[src/rtl/crm_pkg.sv]
`timescale 1ns/1ps
package crm_pkg;
  typedef enum logic {
    RUN_IDLE = 1'b0,
    RUN_LIVE = 1'b1
  } run_state_e;
endpackage

[src/rtl/crm_wm_calc.sv]
`timescale 1ns/1ps
module crm_wm_calc #(
  parameter int DEPTH_W = 8,
  parameter int LOW_CAP = 16
) (
  input  logic [DEPTH_W-1:0] depth_i,
  output logic [DEPTH_W-1:0] quantum_o,
  output logic [DEPTH_W-1:0] low_o
);
  localparam logic [DEPTH_W-1:0] CAP = DEPTH_W'(LOW_CAP);

  always_comb begin
    quantum_o = depth_i >> 1;
    low_o     = (quantum_o < CAP) ? quantum_o : CAP;
  end
endmodule

[src/rtl/crm_rr_arb.sv]
`timescale 1ns/1ps
module crm_rr_arb #(
  parameter int N = 4
) (
  input  logic                            clk_i,
  input  logic                            rst_ni,
  input  logic [N-1:0]                    req_i,
  output logic [N-1:0]                    gnt_o,
  output logic [(N > 1 ? $clog2(N) : 1)-1:0] idx_o,
  output logic                            vld_o
);
  localparam int IDX_W = (N > 1) ? $clog2(N) : 1;

  logic [IDX_W-1:0] ptr_q;

  always_comb begin
    vld_o = 1'b0;
    idx_o = '0;
    for (int i = 0; i < N; i++) begin
      if (!vld_o && req_i[(int'(ptr_q) + i) % N]) begin
        vld_o = 1'b1;
        idx_o = IDX_W'((int'(ptr_q) + i) % N);
      end
    end
  end

  always_comb begin
    for (int i = 0; i < N; i++) gnt_o[i] = vld_o && (idx_o == IDX_W'(i));
  end

  always_ff @(posedge clk_i or negedge rst_ni) begin
    if (!rst_ni) ptr_q <= '0;
    else if (vld_o) ptr_q <= (idx_o == IDX_W'(N - 1)) ? '0 : idx_o + 1'b1;
  end
endmodule

[src/rtl/crm_port_ctr.sv]
`timescale 1ns/1ps
module crm_port_ctr #(
  parameter int DEPTH_W = 8
) (
  input  logic               clk_i,
  input  logic               rst_ni,
  input  logic               load_i,
  input  logic               run_i,
  input  logic [DEPTH_W-1:0] depth_i,
  input  logic               enq_req_i,
  input  logic               add_en_i,
  input  logic [DEPTH_W-1:0] add_amt_i,
  output logic [DEPTH_W-1:0] cnt_o,
  output logic               ack_o,
  output logic               rej_o
);
  logic [DEPTH_W-1:0] cnt_q;
  logic [DEPTH_W-1:0] cnt_d;

  assign ack_o = enq_req_i && run_i && (cnt_q != '0);
  assign rej_o = enq_req_i && !ack_o;
  assign cnt_o = cnt_q;

  always_comb begin
    if (load_i) cnt_d = depth_i;
    else cnt_d = cnt_q - DEPTH_W'(ack_o) + (add_en_i ? add_amt_i : '0);
  end

  always_ff @(posedge clk_i or negedge rst_ni) begin
    if (!rst_ni) cnt_q <= '0;
    else cnt_q <= cnt_d;
  end
endmodule

[src/rtl/crm_credit_mgr.sv]
`timescale 1ns/1ps
module crm_credit_mgr #(
  parameter int NUM_PORTS = 4,
  parameter int DEPTH_W   = 8,
  parameter int POOL_SIZE = 4096,
  parameter int LOW_CAP   = 16
) (
  input  logic                           clk_i,
  input  logic                           rst_ni,
  input  logic                           start_i,
  input  logic [NUM_PORTS*DEPTH_W-1:0]   depth_cfg_i,
  input  logic [NUM_PORTS-1:0]           enq_req_i,
  input  logic [NUM_PORTS-1:0]           release_i,
  output logic [NUM_PORTS-1:0]           enq_ack_o,
  output logic [NUM_PORTS-1:0]           enq_rej_o,
  output logic [NUM_PORTS*DEPTH_W-1:0]   port_credits_o,
  output logic [$clog2(POOL_SIZE+1)-1:0] pool_credits_o
);
  import crm_pkg::*;

  localparam int POOL_W = $clog2(POOL_SIZE + 1);
  localparam int IDX_W  = (NUM_PORTS > 1) ? $clog2(NUM_PORTS) : 1;
  localparam int SUM_W  = DEPTH_W + IDX_W + 1;
  localparam int WIDE_W = ((POOL_W > SUM_W) ? POOL_W : SUM_W) + 1;

  run_state_e         state_q;
  logic               run;
  logic [POOL_W-1:0]  pool_q;
  logic [POOL_W-1:0]  pool_d;
  logic [SUM_W-1:0]   depth_sum;
  logic [WIDE_W-1:0]  pool_load;

  logic [DEPTH_W-1:0] depth   [NUM_PORTS];
  logic [DEPTH_W-1:0] quantum [NUM_PORTS];
  logic [DEPTH_W-1:0] low_wm  [NUM_PORTS];
  logic [DEPTH_W-1:0] cnt     [NUM_PORTS];
  logic [NUM_PORTS-1:0] refill_req;
  logic [NUM_PORTS-1:0] grant;
  logic [IDX_W-1:0]     grant_idx;
  logic                 grant_vld;
  logic [DEPTH_W-1:0]   q_sel;
  logic [DEPTH_W-1:0]   grant_amt;

  assign run = (state_q == RUN_LIVE) && !start_i;

  for (genvar p = 0; p < NUM_PORTS; p++) begin : g_port
    assign depth[p] = depth_cfg_i[p*DEPTH_W +: DEPTH_W];

    crm_wm_calc #(.DEPTH_W(DEPTH_W), .LOW_CAP(LOW_CAP)) u_wm (
      .depth_i   (depth[p]),
      .quantum_o (quantum[p]),
      .low_o     (low_wm[p])
    );

    assign refill_req[p] = run && (cnt[p] < low_wm[p]) && (pool_q != '0);

    crm_port_ctr #(.DEPTH_W(DEPTH_W)) u_ctr (
      .clk_i     (clk_i),
      .rst_ni    (rst_ni),
      .load_i    (start_i),
      .run_i     (run),
      .depth_i   (depth[p]),
      .enq_req_i (enq_req_i[p]),
      .add_en_i  (grant[p]),
      .add_amt_i (grant_amt),
      .cnt_o     (cnt[p]),
      .ack_o     (enq_ack_o[p]),
      .rej_o     (enq_rej_o[p])
    );

    assign port_credits_o[p*DEPTH_W +: DEPTH_W] = cnt[p];
  end

  crm_rr_arb #(.N(NUM_PORTS)) u_arb (
    .clk_i  (clk_i),
    .rst_ni (rst_ni),
    .req_i  (refill_req),
    .gnt_o  (grant),
    .idx_o  (grant_idx),
    .vld_o  (grant_vld)
  );

  // take the remainder when the pool is shorter than a quantum
  always_comb begin
    q_sel     = quantum[grant_idx];
    grant_amt = (pool_q >= POOL_W'(q_sel)) ? q_sel : DEPTH_W'(pool_q);
  end

  always_comb begin
    depth_sum = '0;
    for (int p = 0; p < NUM_PORTS; p++) depth_sum = depth_sum + SUM_W'(depth[p]);
    pool_load = WIDE_W'(POOL_SIZE) - WIDE_W'(depth_sum);
  end

  always_comb begin
    if (start_i) pool_d = POOL_W'(pool_load);
    else pool_d = pool_q - (grant_vld ? POOL_W'(grant_amt) : '0)
                         + POOL_W'($countones(release_i));
  end

  always_ff @(posedge clk_i or negedge rst_ni) begin
    if (!rst_ni) begin
      state_q <= RUN_IDLE;
      pool_q  <= POOL_W'(POOL_SIZE);
    end else begin
      if (start_i) state_q <= RUN_LIVE;
      pool_q <= pool_d;
    end
  end

  assign pool_credits_o = pool_q;
endmodule

[config.mk]
export PLATFORM = sky130hd
export DESIGN_NAME = crm_credit_mgr
export DESIGN_NICKNAME = d
export VERILOG_FILES = /design/src/rtl/crm_pkg.sv /design/src/rtl/crm_wm_calc.sv /design/src/rtl/crm_rr_arb.sv /design/src/rtl/crm_port_ctr.sv /design/src/rtl/crm_credit_mgr.sv
export SDC_FILE = /design/constraint.sdc
export NUM_CORES = 1
export LEC_CHECK = 0
export BUFFER_PORTS_ARGS = -buffer_cell sky130_fd_sc_hd__buf_2
export CORE_ASPECT_RATIO = 1.2
export CORE_MARGIN = 4
export CORE_UTILIZATION = 61
export DETAILED_ROUTE_END_ITERATION = 8
export PLACE_DENSITY_LB_ADDON = 0.25
export RECOVER_POWER = 100
export SLEW_MARGIN = 20
export SYNTH_ARGS = -nofsm -noshare
export SYNTH_HDL_FRONTEND = slang
export SYNTH_SLANG_ARGS = --single-unit
[constraint.sdc]
create_clock -name clk_i -period 9.8 [get_ports clk_i]
set_input_delay 1.47 -clock clk_i [delete_from_list [all_inputs] [get_ports clk_i]]
set_output_delay 1.47 -clock clk_i [all_outputs]
set_load 0.03 [all_outputs]
### Word-level counts from Yosys, hierarchy flattened

Cells that the tools add are included.

| operators by class | value |
|---|---|
| $add $sub $neg | 21 |
| bitwise operators | 4 |
| multiplexer cells | 38 |
| reduce and logical (&&, ||, !) cells | 45 |
| eq/ne operators | 3 |
| order comparisons | 14 |

Operator list:

| kind | count |
|---|---|
| two-way mux 8 bit | 12 |
| adder 8 bit | 4 |
| less-than comparator 8 bit | 4 |
| nonzero test 8 bit | 4 |
| subtractor 8 x 1 -> 8 bit | 4 |
| logical AND 1 bit | 28 |
| less-than comparator 7 x 5 -> 1 bit (second input constant) | 4 |
| two-way mux 7 bit | 4 |
| binary-select mux 8 bit (select 2 bit) | 1 |
| adder 13 x 3 -> 13 bit | 1 |
| greater-or-equal comparator 13 x 8 -> 1 bit | 1 |
| two-way mux 13 bit | 1 |
| nonzero test 13 bit | 1 |
| subtractor 13 x 11 -> 13 bit (first input constant) | 1 |
| subtractor 13 x 8 -> 13 bit | 1 |
| less-than comparator 3 x 4 -> 1 bit (second input constant) | 3 |
| adder 10 x 8 -> 11 bit | 1 |
| two-way mux 1 bit | 11 |
| adder 9 x 8 -> 10 bit | 1 |
| two-way mux 2 bit | 5 |
| adder 8 x 8 -> 9 bit | 1 |
| binary-select mux 1 bit (select 2 bit) | 4 |
| zero test 1 bit | 8 |
| OR reduction 2 bit | 3 |
| other kinds (11) | 17 |

| word-level totals | value |
|---|---|
| logic and storage cells | 132 |
| bits of input ports | 43 |
| output and inout bits | 53 |
| flip-flop bits (word level) | 48 |

### Logic depth before layout (Yosys ltp)

Gate-level depths: netlist (run 1).

| depth | value |
|---|---|
| depth after elaboration | 27 |
| gate-level depth with buffers | 37 |
| mapped depth without buffers | 35 |

### Cells and area by module

Synthesis (run 1) repeated with hierarchy kept, for this count alone.

| unflattened totals | value |
|---|---|
| cell total of the unflattened synthesis | 913 |
| area, all modules | 7697.4 µm² |

Modules (own cells, without submodules):

| module | cells an instance | instances | seq. area each (µm²) | area each (µm²) |
|---|---|---|---|---|
| crm_credit_mgr | 396 | 1 | 351.6 | 3472.1 |
| crm_port_ctr (g_port[1].u_ctr) | 106 | 1 | 200.2 | 869.6 |
| crm_port_ctr (g_port[3].u_ctr) | 106 | 1 | 200.2 | 864.6 |
| crm_port_ctr (g_port[2].u_ctr) | 104 | 1 | 200.2 | 858.3 |
| crm_port_ctr (g_port[0].u_ctr) | 104 | 1 | 200.2 | 853.3 |
| crm_wm_calc | 17 | 4 | 0.0 | 127.6 |
| crm_rr_arb | 29 | 1 | 50.0 | 269.0 |

### Least setup slack after synthesis (run 1)

Ideal clock, no wire load.

| timing | value |
|---|---|
| path type | input to register |
| start point | input depth_cfg_i[7] |
| end point | register pool_q[12], in the netlist pool_credits_o[12] |
| path buffers | 1 |
| setup time | 79 ps |
| data required time | 9721 ps |
| path slack | 938 ps |
| stages on the path | 32 |
| arrival | 8783 ps |
| cell sequence | nor3_2 > nand2_1 > ha_1 > a211oi_1 > o21ai_0 > o22ai_1 > mux4_2 > o32a_1 > o21ai_2 > buf_6 > mux4_2 > ha_1 > nor2b_1 > o211ai_1 > a31oi_1 > o311ai_0 > nand2_1 > nand2_1 > o22ai_1 > ha_1 > fa_1 > fa_1 > fa_1 > nor2b_1 > o21ai_0 > a21boi_0 > o21ai_0 > a21boi_0 > o2111ai_1 > a31oi_1 > xnor2_1 > o21ai_0 |

| on the way | value |
|---|---|
| word-level cells in the longest chain between the ends | 27 |
| elaborated cells between the ends (all ways) | 44 |
| classes of those cells | add/sub: 6; order compare: 3; mux: 26; bitwise: 1; reduce/logical: 8 |

RTL lines:

| element | line | text |
|---|---|---|
| start, declared | crm_credit_mgr.sv:11 | `input logic [NUM_PORTS*DEPTH_W-1:0] depth_cfg_i,` |
| less-than comparator 7 x 5 -> 1 bit | crm_wm_calc.sv:14 | `low_o = (quantum_o < CAP) ? quantum_o : CAP;` |
| two-way mux 7 bit | crm_wm_calc.sv:14 |  |
| less-than comparator 8 bit | crm_credit_mgr.sv:55 | `assign refill_req[p] = run && (cnt[p] < low_wm[p]) && (pool_q != '0);` |
| logical AND 1 bit (2 in a row) | crm_credit_mgr.sv:55 |  |
| binary-select mux 1 bit (select 2 bit) | crm_rr_arb.sv:20 | `if (!vld_o && req_i[(int'(ptr_q) + i) % N]) begin` |
| two-way mux 1 bit (not written as such) | crm_rr_arb.sv:20 |  |
| two-way mux 1 bit | crm_rr_arb.sv:20 |  |
| zero test 1 bit | crm_rr_arb.sv:20 |  |
| [... 10 more ...] | n/a |  |
| two-way mux 8 bit (not written as such) (2 in a row) | crm_credit_mgr.sv:85 | `q_sel = quantum[grant_idx];` |
| greater-or-equal comparator 13 x 8 -> 1 bit | crm_credit_mgr.sv:86 | `grant_amt = (pool_q >= POOL_W'(q_sel)) ? q_sel : DEPTH_W'(pool_q);` |
| two-way mux 8 bit | crm_credit_mgr.sv:86 |  |
| two-way mux 8 bit | crm_credit_mgr.sv:97 | `else pool_d = pool_q - (grant_vld ? POOL_W'(grant_amt) : '0)` |
| subtractor 13 x 8 -> 13 bit | crm_credit_mgr.sv:97 |  |
| adder 13 x 3 -> 13 bit | crm_credit_mgr.sv:98 | `+ POOL_W'($countones(release_i));` |
| two-way mux 13 bit (*) | crm_credit_mgr.sv:96 | `if (start_i) pool_d = POOL_W'(pool_load);` |
| via pool_d[12] | crm_credit_mgr.sv:29 | `logic [POOL_W-1:0] pool_d;` |
| end signal, assigned | crm_credit_mgr.sv:104 | `pool_q <= POOL_W'(POOL_SIZE);` |
| end signal, assigned | crm_credit_mgr.sv:107 | `pool_q <= pool_d;` |
| end, declared | crm_credit_mgr.sv:28 | `logic [POOL_W-1:0] pool_q;` |

The timed path passes the listed nets; every way through them passes the cells marked *. The select of a mux whose other input is x is not followed.
A chain may end at the register's enable or synchronous reset.

### Final worst setup path (run 1)

Same ends and word-level chain as after synthesis.

==> results.md, run 1 <==
* Stages on worst setup path at 32
* Worst Hold Launch: state_q$_DFFE_PN0P_
* PortBufs at 95
* Vias in the first global route at between 7000 and 8000
* Async set-reset flop share out of synthesis at 1.00
* Number of flops mapped to enable cells by yosys at 0
* Arrival @ worst endpoint at ~9400 ps
* Dpl hpwl at 19600 µm
* Bufs on Longest Clock Path at 2
* Syn Area/Cell at 8.11 µm²
* Sequential fraction of the synthesis area at 0.160
* Synth-to-Final Area Change at 8.99%
* Crit path buf inv count at 1
* WP data required at ~10000 ps
* Initial antenna violation count at 0
* Cells after synthesis at 928
* Status: finished with violations
* Critical path launch point: depth_cfg_i[7]
* CTS clk-pin slew, worst paths at about 70 ps
* Slew Limit Fails at 49
* Fin Clk Skew at around 9.2 ps
* Total global routing overflow at 0
* Clk sinks at between 40 and 50
* Area leader, netlist: ha_1
* Fmax at ~110 MHz
* CP Capture Point: pool_credits_o[12]$_DFF_PN1_
* Period utilization at 0.935
* CP Launch Type: input pin
* CTS Root Buffer Type: clkbuf_16
* Post-layout minimum cycle time at 9160 ps
* Unrepaired setup endpoints after global routing: no
* I/O Pins at 96
* Final WL at about 24000 µm
* Worst-margin pin slew at roughly 2900 ps
* Synth unique cells at between 60 and 70
* Drt first-iter violations at between 600 and 700
* Slowest-stage cell, CP: mux4_2
* H-tree depth at 2
* ANT nets after route at 0
* Largest net degree at the start of global routing at 86
* Crit. End Element: flip-flop
* Setup CP Type: input pin to flip-flop
* Synth cell count leaders: inv_1 (157), ha_1 (139), nand2_1 (84), o21ai_0 (66), a21oi_1 (65)
* R2R setup slack at slightly below 2000 ps
* Initial core utilization at 0.622
* Core area at roughly 0.012 mm²
* Worst flop-to-flop path startpoint: g_port[3].u_ctr.cnt_o[4]$_DFF_PN0_
* Drc violations at 0
* Final Hold Vio Count at 0
* Post-synth top flop: dfrtp_1
* First-pass GRT wire length at between 30000 and 40000 µm
* Failing checks: max-capacitance violations, max-slew violations
* Seq cells post-synth at between 40 and 50
* Die width at around 110 µm
* Final setup vio count at 0
* Rel. slew slack at -0.941
* CTS Buf Count at 5
* Die Area at around 0.014 mm²
* Cell Rows at between 40 and 50
* Fin nets at about 1200
* Max incr delay on CP at roughly 570 ps
* CP max FO at 5
* Via density at just over 6
* Final Wtd Congestion at ~1.1
* Vias at 7209
* Max-cap violations at 1
* R2R Path End: pool_credits_o[12]$_DFF_PN1_
* Synth warnings at 0
* Detailed Routing Iterations Pass 1 at 6
* GRT Util Overall at 0.350
* CP top delay family: compound AO/OA/AOI/OAI gates
* Worst min-delay path category: flip-flop to flip-flop
* ANT cells at 0
* Area contributors post-synth: ha_1 (23%), dfrtp_1 (16%), inv_1 (7.8%)
* Synth Cell Area at ~0.0075 mm²
* Cts hold-fix bufs at 0
* Setup tns final at 0 ps
* Top-area cell type share of the netlist area at 0.231
* Worst skew pair latency at approximately 310 ps
* Die H at about 130 µm
* Count leader, synth: inv_1
* WL/cell at 20.8 µm
* CTS tree: yes
* Layout cells sized above 1 at 0.0879
* Reg2Reg Depth at 29
## layout make-up
type,count,area [µm²]
Inverter,158,601
Clock buffer,8,156
Fill cell,1090,3910
Tap cell,161,201
Timing Repair Buffer,109,499
Multi-Input combinational cell,689,5550
Sequential cell,48,1200
## routing by layer
layer	vias to the layer above	global-route usage	part of all wire
met3	83	0.0589	0.078
met1	3392	0.436	0.39
li1	3401	-	-
met4	0	0.180	0.056
met5	-	0	0
met2	333	0.581	0.48
## cell families (layout without fill, tap and decap cells)
kind of cell / count (synthesis) / count (layout) / synth area share
xor gates and xnor gates: 45 / 45 / 0.0523
adders and majority gates: 162 / 162 / 0.292
DFF: 48 / 48 / 0.160
buffers and inverters: 194 / 275 / 0.106
and+or+nand+nor: 214 / 214 / 0.144
muxes: 18 / 18 / 0.0341
AOI/OAI and AO/OA: 246 / 246 / 0.212
other: 1 / 4 / 0.000498
## placed cells by master, fill, tap and decap left out, types with 6 or more instances in the layout
master,netlist,routed
nor2_1,23,23
inv_1,157,157
a21o_1,14,14
nor3_1,13,12
fa_1,23,23
nand4_1,15,15
o31ai_1,13,13
dfrtp_1,47,47
o21ai_0,66,64
buf_4,8,10
o21bai_1,13,13
a211oi_1,17,17
a21oi_1,65,65
nor4_1,11,11
nand3_1,21,21
clkbuf_1,21,58
ha_1,139,139
mux2i_1,8,8
nor2b_1,9,9
xor2_1,20,20
a311oi_1,6,6
xnor2_1,25,25
buf_2,3,42
nand2_1,84,84
and3_1,15,15
## through the flow
step           instances  worst slack, ps  hold slack [ps]  cell area [µm²]  utilization
6_report            1173              642              458             8210        0.678
5_1_grt             1173             44.3              479             8210        0.678
4_1_cts             1173              472              464             8290        0.685
3_5_place_dp        1165              154              448             8130        0.672
3_3_place_gp        1165              341              443             8130        0.672
2_1_floorplan        931              938              428             7540            -
## flip-flops by register name, indices dropped and copies added, names as in the netlist
signal	count
g_port.u_ctr.cnt_o	32
pool_credits_o	13
u_arb.ptr_q	2
state_q	1
## timing repair
action                                  4_1_cts  5_1_grt
endpoints found under the hold margin         0        0
resized for setup                             0        4
endpoints found under the setup margin        0        3
buffers inserted                              0        0
## how the worst min path moves through the flow
stage / to / slack [ps] / depth (start not counted)
finish: state_q$_DFFE_PN0P_ / 460 / 1
global route: state_q$_DFFE_PN0P_ / 480 / 1
CTS: state_q$_DFFE_PN0P_ / 460 / 1
detailed placement: state_q$_DFFE_PN0P_ / 450 / 1
global placement: state_q$_DFFE_PN0P_ / 440 / 1
floorplan: state_q$_DFFE_PN0P_ / 430 / 1
## worst reg2reg max path, delay by kind of cell (launching register included)
kind / cells / cell delay (ps)
and+or+nand+nor: 5 / 670
adders and majority gates: 6 / 2260
xor gates and xnor gates: 1 / 130
muxes: 2 / 1110
DFF: 1 / 460
AOI/OAI and AO/OA: 15 / 3100
Power of run 1 is not shown: default switching activity piles up to over one toggle a cycle in this logic, so the estimate is an artifact.
==> inputs of run 2 (changes only) <==
PLACE_DENSITY = 0.89   (was not set)
PLACE_DENSITY_LB_ADDON = not set   (was 0.25)
SYNTH_HIERARCHICAL = 1   (was not set)
==> run 2 against run 1 <==
Against the previous run:
- the flow still finishes with violations (max-capacitance violations, max-slew violations)
- worst setup slack lost 12 ps
- first-iteration DRC count shrank 8.8%
- critical path depth is the same
- core utilization shrank 1.0 points
- non-clock buffer count shrank 3
- cell area shrank 0.61%
- fmax shrank 0.13%
- die area grew 2.1%
- clock skew shrank 4.0 ps
- sequential share of layout area grew 0.090 points
- highest routed layer unchanged
==> results.md, run 2 <==
* First-pass GRT wire length at 31400 µm (-17%)
* Setup tns final at 0 ps (unchanged)
* H-tree depth at 2 (unchanged)
* Slowest-stage cell, CP: mux4_2
* Clk sinks at 48 (unchanged)
* Post-synth top flop: dfrtp_1
* WL/cell at 17.1 µm (-18%)
* Die H at 131 µm (+1.0%)
* CTS clk-pin slew, worst paths at 70 ps (about the same)
* Most common cell after layout, fill and taps aside: inv_1
* Worst-margin pin slew at 2950 ps (+37.7 ps)
* Crit path buf inv count at 5 (+4)
* Synth unique cells at 74 (+16%)
* Area leader, netlist: ha_1
* Cell Rows at 44 (unchanged)
* Seq cells post-synth at 48 (unchanged)
* PortBufs at 95 (unchanged)
* Dpl hpwl at 15800 µm (-19%)
* Fin Clk Skew at 5.20 ps (-4.00 ps)
* Fmax at 109 MHz (-0.13%)
* Sequential fraction of the synthesis area at 0.156 (-0.00348)
* ANT cells at 0 (unchanged)
* ANT nets after route at 0 (unchanged)
* Final WL at 19600 µm (-20%)
* Fin nets at 1194 (-1.8%)
* Area contributors post-synth: ha_1 (24%), dfrtp_1 (15%), inv_1 (8.9%)
* Final Hold Vio Count at 0 (unchanged)
* Vias at 6775 (-6.0%)
* I/O Pins at 96 (unchanged)
* Synth-to-Final Area Change at 5.97%
* Drt first-iter violations at 551 (-8.8%)
* Status: finished with violations
* CP top delay family: compound AO/OA/AOI/OAI gates
* Hold slack at 489 ps (+30.9 ps)
* Total global routing overflow at 0 (unchanged)
* Top-area cell type share of the netlist area at 0.241 (+0.00960)
* Largest net degree at the start of global routing at 64 (-26%)
* CTS Buf Count at 5 (unchanged)
* Layout cells sized above 1 at 0.0938 (+0.00584)
* Cells after synthesis at 913 (-1.6%)
* Crit. End Element: flip-flop
* Initial antenna violation count at 0 (unchanged)
* Worst min-delay path category: flip-flop to flip-flop
* CTS Root Buffer Type: clkbuf_16
* Largest register FFs at 32 (unchanged)
* Count leader, synth: inv_1
* Synth Cell Area at 0.00770 mm² (+2.2%)
* Worst skew pair latency at 300 ps (about the same)
* # Post-CTS Setup Buffers at 0 (unchanged)
* Max-cap violations at 1 (unchanged)
* Vias in the first global route at 6578 (-7.2%)
* Failing checks: max-capacitance violations, max-slew violations
* Max incr delay on CP at 530 ps (-40 ps)
* Final setup vio count at 0 (unchanged)
* GRT Util Overall at 0.268 (-0.0826)
* Syn Area/Cell at 8.43 µm² (+3.9%)
* Async set-reset flop share out of synthesis at 1.00 (unchanged)
* Die Area at 0.0145 mm² (+2.1%)
* Core area at 0.0122 mm² (+0.91%)
* Bufs on Longest Clock Path at 2 (unchanged)
* Synth cell count leaders: inv_1 (183), ha_1 (148), nand2_1 (70), dfrtp_1 (47), buf_4 (45)
* Die width at 111 µm (+1.0%)
* Setup CP Type: input pin to flip-flop
* Slew Limit Fails at 49 (unchanged)
* CP Launch Type: input pin
* CP max FO at 8 (+3)
* Detailed Routing Iterations Pass 1 at 5 (-1)
* Cts repair resizes at 0 (unchanged)
* Initial core utilization at 0.630 (+0.00812)
* Final Wtd Congestion at 0.931 (-13%)
* Arrival @ worst endpoint at 9370 ps (about the same)
* Number of flops mapped to enable cells by yosys at 0 (unchanged)
* Rel. slew slack at -0.966 (-0.0251)
* Synth warnings at 6 (+6)
* WP data required at 10000 ps (about the same)
* Most frequent cells in the layout: inv_1 (183), ha_1 (148), nand2_1 (70), clkbuf_1 (57), dfrtp_1 (47)
* Cts hold-fix bufs at 0 (unchanged)
* Via density at 5.93 (-3.5%)
* Fillers at 1018 (-6.6%)
* CTS tree: yes
* Unrepaired setup endpoints after global routing: no
* Period utilization at 0.936 (+0.00122)
* Post-layout minimum cycle time at 9170 ps (+12.0 ps)
* Drc violations at 0 (unchanged)
-- run 2: path summary, 6_finish.rpt --
path / start / to / slack (ps) / depth (start not counted)
min in group asynchronous: rst_ni / g_port[1].u_ctr/cnt_o[6]$_DFF_PN0_ / 2230 / 2
worst max-delay path: depth_cfg_i[31] / pool_credits_o[12]$_DFF_PN1_ / 630 / 32
worst min-delay path: state_q$_DFFE_PN0P_ / state_q$_DFFE_PN0P_ / 490 / 1
max in group asynchronous: rst_ni / state_q$_DFFE_PN0P_ / 5910 / 2
worst max register to register: g_port[3].u_ctr/cnt_o[1]$_DFF_PN0_ / pool_credits_o[12]$_DFF_PN1_ / 1890 / 29
worst min register to register: state_q$_DFFE_PN0P_ / state_q$_DFFE_PN0P_ / 490 / 1
-- run 2: logic make-up after synthesis --
| logic type | count (synthesis) | share of synthesized area |
|---|---|---|
| AOI/OAI and AO/OA | 189 | 0.172 |
| xor gates and xnor gates | 28 | 0.0338 |
| adders and majority gates | 171 | 0.300 |
| buffers and inverters | 241 | 0.141 |
| DFF | 48 | 0.156 |
| muxes | 22 | 0.0442 |
| other | 4 | 0.00195 |
| and+or+nand+nor | 210 | 0.150 |
-- run 2: layer usage --
metal | vias to the layer above | global-route usage | wire [µm]
li1 | 3217 | - | -
met1 | 3222 | 0.317 | 7640
met2 | 267 | 0.483 | 9710
met3 | 69 | 0.0349 | 1310
met4 | 0 | 0.134 | 896
met5 | - | 0 | 0
-- run 2: area by class of cell --
| cell class | count | area [µm²] | area share |
|---|---|---|---|
| tap | 161 | 201 | 0.0247 |
| timing repair buffer | 106 | 482 | 0.0591 |
| multi-input combinational | 636 | 5440 | 0.667 |
| sequential | 48 | 1200 | 0.147 |
| clock buffer | 8 | 146 | 0.0179 |
| inverter | 183 | 687 | 0.0842 |
-- run 2: through the flow --
step                      setup slack, ps   util  instances  cell area, µm²
final                                 630  0.667       1142            8160
after detailed placement              499  0.663       1134            8110
after CTS                             692  0.675       1142            8250
after floorplan                       810      -        925            7740
after global routing                 49.2  0.667       1142            8160
after global placement                851  0.663       1134            8110
-- run 2: worst register-to-register path, delay by kind of cell (launching register included) --
| family | cells | cell delay, ps |
|---|---|---|
| buf+inv | 3 | 580 |
| mux | 2 | 890 |
| fa+ha+maj | 6 | 2140 |
| compound gates | 12 | 2610 |
| simple gates | 5 | 1000 |
| xor+xnor | 1 | 160 |
| flops | 1 | 440 |
Power of run 2 is left out for the same reason.
